## src/rtl/sop_pkg.sv

```systemverilog
package sop_pkg;
  typedef enum logic [2:0] {
    OP_CLR  = 3'd0,
    OP_INV  = 3'd1,
    OP_NEG  = 3'd2,
    OP_ABS  = 3'd3,
    OP_NORM = 3'd4
  } sop_op_e;

  typedef enum logic [1:0] {
    SZ_BYTE = 2'd0,
    SZ_HALF = 2'd1,
    SZ_WORD = 2'd2,
    SZ_LONG = 2'd3
  } sop_size_e;

  localparam int NUM_SIZES = 4;
endpackage

```

## src/rtl/sop_size_decode.sv

```systemverilog
module sop_size_decode #(
  parameter int BYTE_W = 8,
  parameter int CNT_W  = 32,
  localparam int DATA_W = BYTE_W * 8
) (
  input  logic [1:0]        size,
  output logic [DATA_W-1:0] mask,
  output logic [DATA_W-1:0] sign,
  output logic [CNT_W-1:0]  width
);
  logic [DATA_W-1:0] mask_tab  [sop_pkg::NUM_SIZES];
  logic [DATA_W-1:0] sign_tab  [sop_pkg::NUM_SIZES];
  logic [CNT_W-1:0]  width_tab [sop_pkg::NUM_SIZES];

  for (genvar s = 0; s < sop_pkg::NUM_SIZES; s++) begin : g_size
    localparam int LW = BYTE_W << s;
    assign mask_tab[s]  = DATA_W'({LW{1'b1}});
    assign sign_tab[s]  = DATA_W'(1) << (LW - 1);
    assign width_tab[s] = CNT_W'(LW);
  end

  assign mask  = mask_tab[size];
  assign sign  = sign_tab[size];
  assign width = width_tab[size];
endmodule

```

## src/rtl/sop_arith.sv

```systemverilog
module sop_arith #(
  parameter int DATA_W = 64
) (
  input  sop_pkg::sop_op_e  op,
  input  logic [DATA_W-1:0] opnd,
  input  logic [DATA_W-1:0] mask,
  input  logic [DATA_W-1:0] sign,
  output logic [DATA_W-1:0] result,
  output logic              ovf
);
  logic [DATA_W-1:0] negated;
  logic              is_negative;
  logic              is_min;

  assign negated     = (~opnd + DATA_W'(1)) & mask;
  assign is_negative = |(opnd & sign);
  assign is_min      = (opnd == sign);

  always_comb begin
    result = '0;
    ovf    = 1'b0;
    case (op)
      sop_pkg::OP_INV: result = ~opnd & mask;
      sop_pkg::OP_NEG: begin
        result = negated;
        ovf    = is_min;
      end
      sop_pkg::OP_ABS: begin
        result = is_negative ? negated : opnd;
        ovf    = is_min;
      end
      default: result = '0;
    endcase
  end
endmodule

```

## src/rtl/sop_norm.sv

```systemverilog
module sop_norm #(
  parameter int DATA_W = 64,
  parameter int CNT_W  = 32
) (
  input  logic [DATA_W-1:0] opnd,
  input  logic [CNT_W-1:0]  width,
  output logic [DATA_W-1:0] shifted,
  output logic [CNT_W-1:0]  count
);
  logic [DATA_W-1:0] aligned;
  logic [CNT_W-1:0]  lead;

  assign aligned = opnd << (CNT_W'(DATA_W) - width);

  always_comb begin
    lead = CNT_W'(DATA_W);
    for (int i = 0; i < DATA_W; i++) begin
      if (aligned[i]) lead = CNT_W'(DATA_W - 1 - i);
    end
  end

  assign count   = (opnd == '0) ? width : lead;
  assign shifted = opnd << lead;
endmodule

```

## src/rtl/sop_unit.sv

```systemverilog
module sop_unit #(
  parameter int BYTE_W = 8,
  parameter int CNT_W  = 32,
  localparam int DATA_W = BYTE_W * 8
) (
  input  logic              clk,
  input  logic              rst,
  input  logic              in_valid,
  input  logic [2:0]        in_op,
  input  logic [1:0]        in_size,
  input  logic [DATA_W-1:0] in_opnd,
  output logic              out_valid,
  output logic [DATA_W-1:0] out_result,
  output logic [CNT_W-1:0]  out_count,
  output logic              out_ovf,
  output logic              out_neg,
  output logic              out_zero
);
  import sop_pkg::*;

  logic [DATA_W-1:0] sz_mask, sz_sign, opnd_m;
  logic [CNT_W-1:0]  sz_width;
  logic [DATA_W-1:0] arith_res, norm_res, res_d;
  logic [CNT_W-1:0]  norm_cnt, cnt_d;
  logic              arith_ovf;
  sop_op_e           op_e;
  logic [2:0]        op_q;
  logic [1:0]        size_q;

  assign op_e = sop_op_e'(in_op);

  sop_size_decode #(.BYTE_W(BYTE_W), .CNT_W(CNT_W)) u_dec (
    .size(in_size), .mask(sz_mask), .sign(sz_sign), .width(sz_width)
  );

  assign opnd_m = in_opnd & sz_mask;

  sop_arith #(.DATA_W(DATA_W)) u_arith (
    .op(op_e), .opnd(opnd_m), .mask(sz_mask), .sign(sz_sign),
    .result(arith_res), .ovf(arith_ovf)
  );

  sop_norm #(.DATA_W(DATA_W), .CNT_W(CNT_W)) u_norm (
    .opnd(opnd_m), .width(sz_width), .shifted(norm_res), .count(norm_cnt)
  );

  assign res_d = (op_e == OP_NORM) ? norm_res : arith_res;
  assign cnt_d = (op_e == OP_NORM) ? norm_cnt : '0;

  always_ff @(posedge clk) begin
    if (rst) begin
      out_valid  <= 1'b0;
      out_result <= '0;
      out_count  <= '0;
      out_ovf    <= 1'b0;
      out_neg    <= 1'b0;
      out_zero   <= 1'b0;
      op_q       <= '0;
      size_q     <= '0;
    end else begin
      out_valid <= in_valid;
      if (in_valid) begin
        out_result <= res_d;
        out_count  <= cnt_d;
        out_ovf    <= arith_ovf;
        out_neg    <= |(res_d & sz_sign);
        out_zero   <= (res_d == '0);
        op_q       <= in_op;
        size_q     <= in_size;
      end
    end
  end

  function automatic logic [DATA_W-1:0] mask_of(input logic [1:0] sz);
    return {DATA_W{1'b1}} >> (DATA_W - (BYTE_W << sz));
  endfunction

  function automatic logic [DATA_W-1:0] top_of(input logic [1:0] sz);
    return DATA_W'(1) << ((BYTE_W << sz) - 1);
  endfunction

  AST_VALID_LATENCY: assert property (@(posedge clk) disable iff (rst)
    !$past(rst) |-> (out_valid == $past(in_valid)));
  AST_UPPER_CLEAR: assert property (@(posedge clk) disable iff (rst)
    out_valid |-> ((out_result & ~mask_of(size_q)) == '0));
  AST_CLEAR_ZERO: assert property (@(posedge clk) disable iff (rst)
    (out_valid && (op_q == 3'd0 || op_q > 3'd4)) |-> (out_result == '0 && !out_ovf));
  AST_OVF_MIN: assert property (@(posedge clk) disable iff (rst)
    (out_valid && out_ovf) |-> (out_result == top_of(size_q)));
  AST_NORM_LEAD: assert property (@(posedge clk) disable iff (rst)
    (out_valid && op_q == 3'd4 && !out_zero) |-> |(out_result & top_of(size_q)));
  AST_NORM_ZERO: assert property (@(posedge clk) disable iff (rst)
    (out_valid && op_q == 3'd4) |-> (out_zero == (out_count == CNT_W'(BYTE_W << size_q))));
  AST_COUNT_IDLE: assert property (@(posedge clk) disable iff (rst)
    (out_valid && op_q != 3'd4) |-> (out_count == '0));
endmodule

```

## config.mk

```make
export PLATFORM = sky130hd
export DESIGN_NAME = sop_unit
export DESIGN_NICKNAME = d
export VERILOG_FILES = /design/src/rtl/sop_pkg.sv /design/src/rtl/sop_size_decode.sv /design/src/rtl/sop_arith.sv /design/src/rtl/sop_norm.sv /design/src/rtl/sop_unit.sv
export SDC_FILE = /design/constraint.sdc
export NUM_CORES = 1
export LEC_CHECK = 0
export ABC_AREA = 1
export BUFFER_PORTS_ARGS = -buffer_cell sky130_fd_sc_hd__buf_2
export CAP_MARGIN = 10
export CORE_ASPECT_RATIO = 2
export CORE_MARGIN = 2
export CORE_UTILIZATION = 35
export CTS_CLUSTER_DIAMETER = 80
export DETAILED_ROUTE_END_ITERATION = 10
export GPL_TIMING_DRIVEN = 1
export PLACE_DENSITY = 0.61
export SYNTH_ARGS = -nofsm -noshare
export SYNTH_HDL_FRONTEND = slang
export SYNTH_HIERARCHICAL = 1
export SYNTH_SLANG_ARGS = --single-unit
export TNS_END_PERCENT = 5
```

## constraint.sdc

```tcl
create_clock -name clk -period 11.11 [get_ports clk]
set_input_delay 0.5555 -clock clk [delete_from_list [all_inputs] [get_ports clk]]
set_output_delay 0.5555 -clock clk [all_outputs]
set_load 0.02 [all_outputs]
```

==> qor.yml, run 1 <==
status:
  status: "stopped before the end"
  stop_stage: "5_1_grt"
  tool.error: "[ERROR GRT-0116] Global routing finished with congestion. Check the congestion regions in the DRC Viewer."
grt:
  grt_overflow: 2
  grt_pass1_vias: 35482
  grt_max_degree: 106
  grt_pass1_wl_um: 250000
  globalRouteTotalUtil_pct: 47.6
floorplanning:
  start_util_pct: 35.3
  fp-row-count: 138
  die_w_um: 193
  die-height_um: 382
  io_pins: 172
placement:
  place_area_um2: 26300
  dp_hpwl_um: 128000
  io_buffer_count: 171
  gp_congestion: 1.15
  dp_cells: 5992
clocking:
  cts_setup_buffers: 0
  cts_hold_buf: 0
  cts-root-buf: "clkbuf_16"
  clockBufferDepth: 2
  clock_sink_count: 100
  ctsResizeCount: 0
  cts_max_level: 3
  numCtsBuffers: 9
yosys:
  synth_flop_cell: "dfxtp_1"
  synth_area_per_cell_um2: 4.93
  yosysTopAreaCell: "nand2_1"
  synth_edf_count: 0
  synth_top_area_share_pct: 24.2
  yosysUniqueCellTypes: 65
  synthesis.area_um2: 25000
  synthArstFlopShare_pct: 0
  synth_warnings: 6
  ys_seq_elements: 100
  syn_inst: 5078
  ys_seq_area_share_pct: 8.00
  ys_top_cells_by_area: "nand2_1, nand3_1, nor2_1, inv_1, dfxtp_1"
stage by stage:
| step | hold WS, ns | worst slack [ns] |
|---|---|---|
| CTS | 0.485 | 1.45 |
| global placement | 0.459 | 0.905 |
| detailed placement | 0.462 | 1.07 |
| floorplan | 0.544 | 3.62 |
cell families after synthesis:
logic type	share of synthesized area, %
simple gates	55.9
buf+inv	17.7
compound gates	14.3
flops	8.00
fa+ha+maj	3.30
xor+xnor	0.560
mux	0.200
other cells	0.0300
synth_stat cells (8+ instances only):
| library cell | number |
|---|---|
| a211oi_1 | 10 |
| nor2_4 | 11 |
| buf_4 | 166 |
| clkbuf_1 | 159 |
| o2111ai_1 | 8 |
| buf_6 | 11 |
| xor2_1 | 13 |
| inv_2 | 30 |
| nor2_2 | 34 |
| a21oi_1 | 112 |
| o21ai_1 | 81 |
| nand3b_1 | 19 |
| nor2_1 | 699 |
| clkinv_1 | 10 |
| and2_1 | 9 |
| buf_1 | 38 |
| nor3_1 | 36 |
| dfxtp_1 | 100 |
| buf_2 | 27 |
| o211ai_1 | 59 |
| nand2_1 | 1612 |
| nand3_1 | 698 |
| o21ai_0 | 299 |
| nor4_1 | 26 |
| a31oi_1 | 10 |
| nand4_1 | 83 |
| ha_1 | 66 |
| inv_1 | 537 |
| nand2_2 | 18 |
per-layer routing:
layer	global-route usage (%)	overflow
met5	0.549	0
met4	50.8	1
met3	17.8	0
met2	75.2	1
met1	45.0	0
==> inputs of run 2 (changes only) <==
CORE_ASPECT_RATIO = unset   (was 2)
CORE_UTILIZATION = 20   (was 35)
CTS_CLUSTER_DIAMETER = unset   (was 80)
PLACE_DENSITY = unset   (was 0.61)
PLACE_DENSITY_LB_ADDON = 0.15   (was unset)
==> run 2 against run 1 <==
Net effect:
- the flow now finishes without violations
- area after synthesis unchanged
- synthesized cell count unchanged
==> qor.yml, run 2 <==
status:
  status: "complete, no violations"
sta:
  setup_viol_count_final: 0
  fin_crit_ns: 9.65
  rsz0062_at_grt: "no"
  fmax_mhz: 104
  drv_slew: 0
  skew_ns: 0
  slew_headroom_pct: 23.2
  timing.final.crit_share_pct: 86.9
  hold_viol: 0
  fin_tns_setup_ns: 0
  worst_pin_slew_ns: 1.15
  finalWorstSetupSlack_ns: 1.46
hold_path:
  hold_end: "out_result[5]"
  hold_path.class: "flip-flop to flip-flop"
  worstHoldStart: "out_result[5]"
  hold-path-cell-count: 2
layout:
  top_register: "out_result"
  area_growth_pct: 8.72
  final_cells: 6696
  final_util_pct: 21.9
  layout_commonest_cell: "nand2_1"
  drive_gt1_share_pct: 8.32
  largest_register_ff_count: 64
  final_area_um2: 27200
  top_regs: "out_result x64, out_count x32"
  nNetsFinal: 5192
  final_cell_mix: "nand2_1, nand3_1, nor2_1, inv_1, o21ai_0"
placement:
  io_buffer_count: 171
  place_area_um2: 26900
  pre_cts_ws_ns: 1.15
  dp_cells: 6680
  gp_congestion: 1.01
  dp_hpwl_um: 115000
clocking:
  tritoncts: "built"
  clock_sink_count: 100
  clkSlewWorstSetupHoldPaths_ns: 0.08
  clock_latency_ns: 0.36
  numCtsBuffers: 9
  clockBufferDepth: 2
  cts_hold_buf: 0
  cts_setup_buffers: 0
  ctsResizeCount: 0
  cts-root-buf: "clkbuf_16"
  cts_max_level: 3
yosys:
  yosysTopAreaCell: "nand2_1"
  synth_area_per_cell_um2: 4.93
  yosysUniqueCellTypes: 65
  yosysMostFrequentCell: "nand2_1"
  synthesis.area_um2: 25000
  synth_warnings: 6
  ys_seq_area_share_pct: 8.00
  synth_edf_count: 0
  synthArstFlopShare_pct: 0
  ys_top_cells_by_area: "nand2_1, nand3_1, nor2_1, inv_1, dfxtp_1"
  ys_seq_elements: 100
  synth_flop_cell: "dfxtp_1"
  synth.top_cells.by_count: "nand2_1, nor2_1, nand3_1"
  syn_inst: 5078
  synth_top_area_share_pct: 24.2
power_and_ir_drop:
  power_density_nw_per_um2: 103
  leakage_nw: 13.8
  max-vdd-ir-drop_v: 0.0000725
critical_path:
  ff2ff_path_depth: 3
  crit_type: "input port to flip-flop"
  worstSetupEndpointType: "flip-flop"
  cp_top_family: "simple AND/OR/NAND/NOR gates"
  cp_slowest_cell: "nor2_1"
  cp_num_buf_inv: 5
  path_max_fanout: 72
  timing.critical_path.from_type: "input port"
  rrSetupSlack_ns: 10.15
  required_ns: 11.34
  r2r-start: "out_result[55]"
  crit_arrival_ns: 9.88
  cpPeakStageDelay_ns: 0.37
  r2r_end: "out_result[55]"
  critPathMostFrequentCell: "nand2_1"
grt:
  grt_pass1_vias: 31018
  antenna_found_initial: 5
  grt_pass1_wl_um: 213000
  grt_max_degree: 106
  globalRouteTotalUtil_pct: 22.5
  grt_overflow: 0
routing:
  dr.first_iter.drc_count: 3480
  vias: 33022
  detail-route-antenna-nets: 0
  post_drt_wl_per_cell_um: 22.2
  drc: 0
  vias_per_cell: 4.93
  dr.pass1.iters: 6
  wirelength_um: 149000
flow_run:
  drv_cap: 0
floorplanning:
  die_area_um2: 128000
  die_w_um: 358
  io_pins: 172
  core_area_um2: 124000
  die-height_um: 358
  fp-row-count: 129
  start_util_pct: 20.2
==> run 2: cell counts after synthesis <==
No cell type changed its count.
==> run 2: worst max-delay path by stage <==
stage,start,end,slack (ns),depth (start not counted)
floorplan,in_size[1],out_zero,3.62,101
global placement,in_size[1],out_neg,0.87,98
detailed placement,in_size[1],out_neg,1.15,97
CTS,in_size[1],out_neg,1.53,97
global route,in_size[1],out_neg,0.08,97
finish,in_size[1],out_zero,1.46,98
==> run 2: per-stage QoR <==
stage	power, mW	hold slack (ns)
global placement	2.38	0.462
detailed placement	2.36	0.464
CTS	2.73	0.486
floorplan	1.73	0.544
finish	2.80	0.480
global route	3.01	0.506
==> run 2: cell type report <==
| type | count | area [um^2] |
|---|---|---|
| fillers | 15047 | 96800 |
| multi-input cells | 4093 | 19000 |
| inverters | 577 | 2170 |
| well taps | 1637 | 2050 |
| flip-flops and latches | 100 | 2000 |
| repair buffers | 273 | 1660 |
| clock buffers | 9 | 225 |
| clock inverters | 6 | 100 |
| diodes | 1 | 2.50 |
==> run 2: cell families (layout without fill, tap and decap cells) <==
logic type,after synthesis,in the layout,share of synthesized area (%)
and+or+nand+nor,3276,3276,55.9
muxes,5,5,0.200
buffers and inverters,979,865,17.7
AOI/OAI and AO/OA,634,634,14.3
DFF,100,100,8.00
xor gates and xnor gates,16,16,0.560
other,2,97,0.0300
adders and majority gates,66,66,3.30
==> run 2: report_power, final <==
group	switching, mW	internal (mW)	total (mW)
sequential	0.0128	0.382	0.394
combinational	1.52	0.523	2.04
clock	0.161	0.201	0.362
==> run 2: layer usage <==
metal	vias to the layer above	routed length (um)	global-route usage [%]	share of wire, %
met5	-	39	0	0.026
met4	6	8770	10.9	5.9
met3	287	9530	2.83	6.4
met2	1321	67300	37.3	45
met1	15312	63100	28.8	42
li1	16096	-	-	-
==> run 2: worst min-delay path: stages, from the launching register on <==
cell	delay, ns
dfxtp_1	0.33
o211ai_1	0.08
inv_1	0.05
Power figures use the tool's default switching activity.
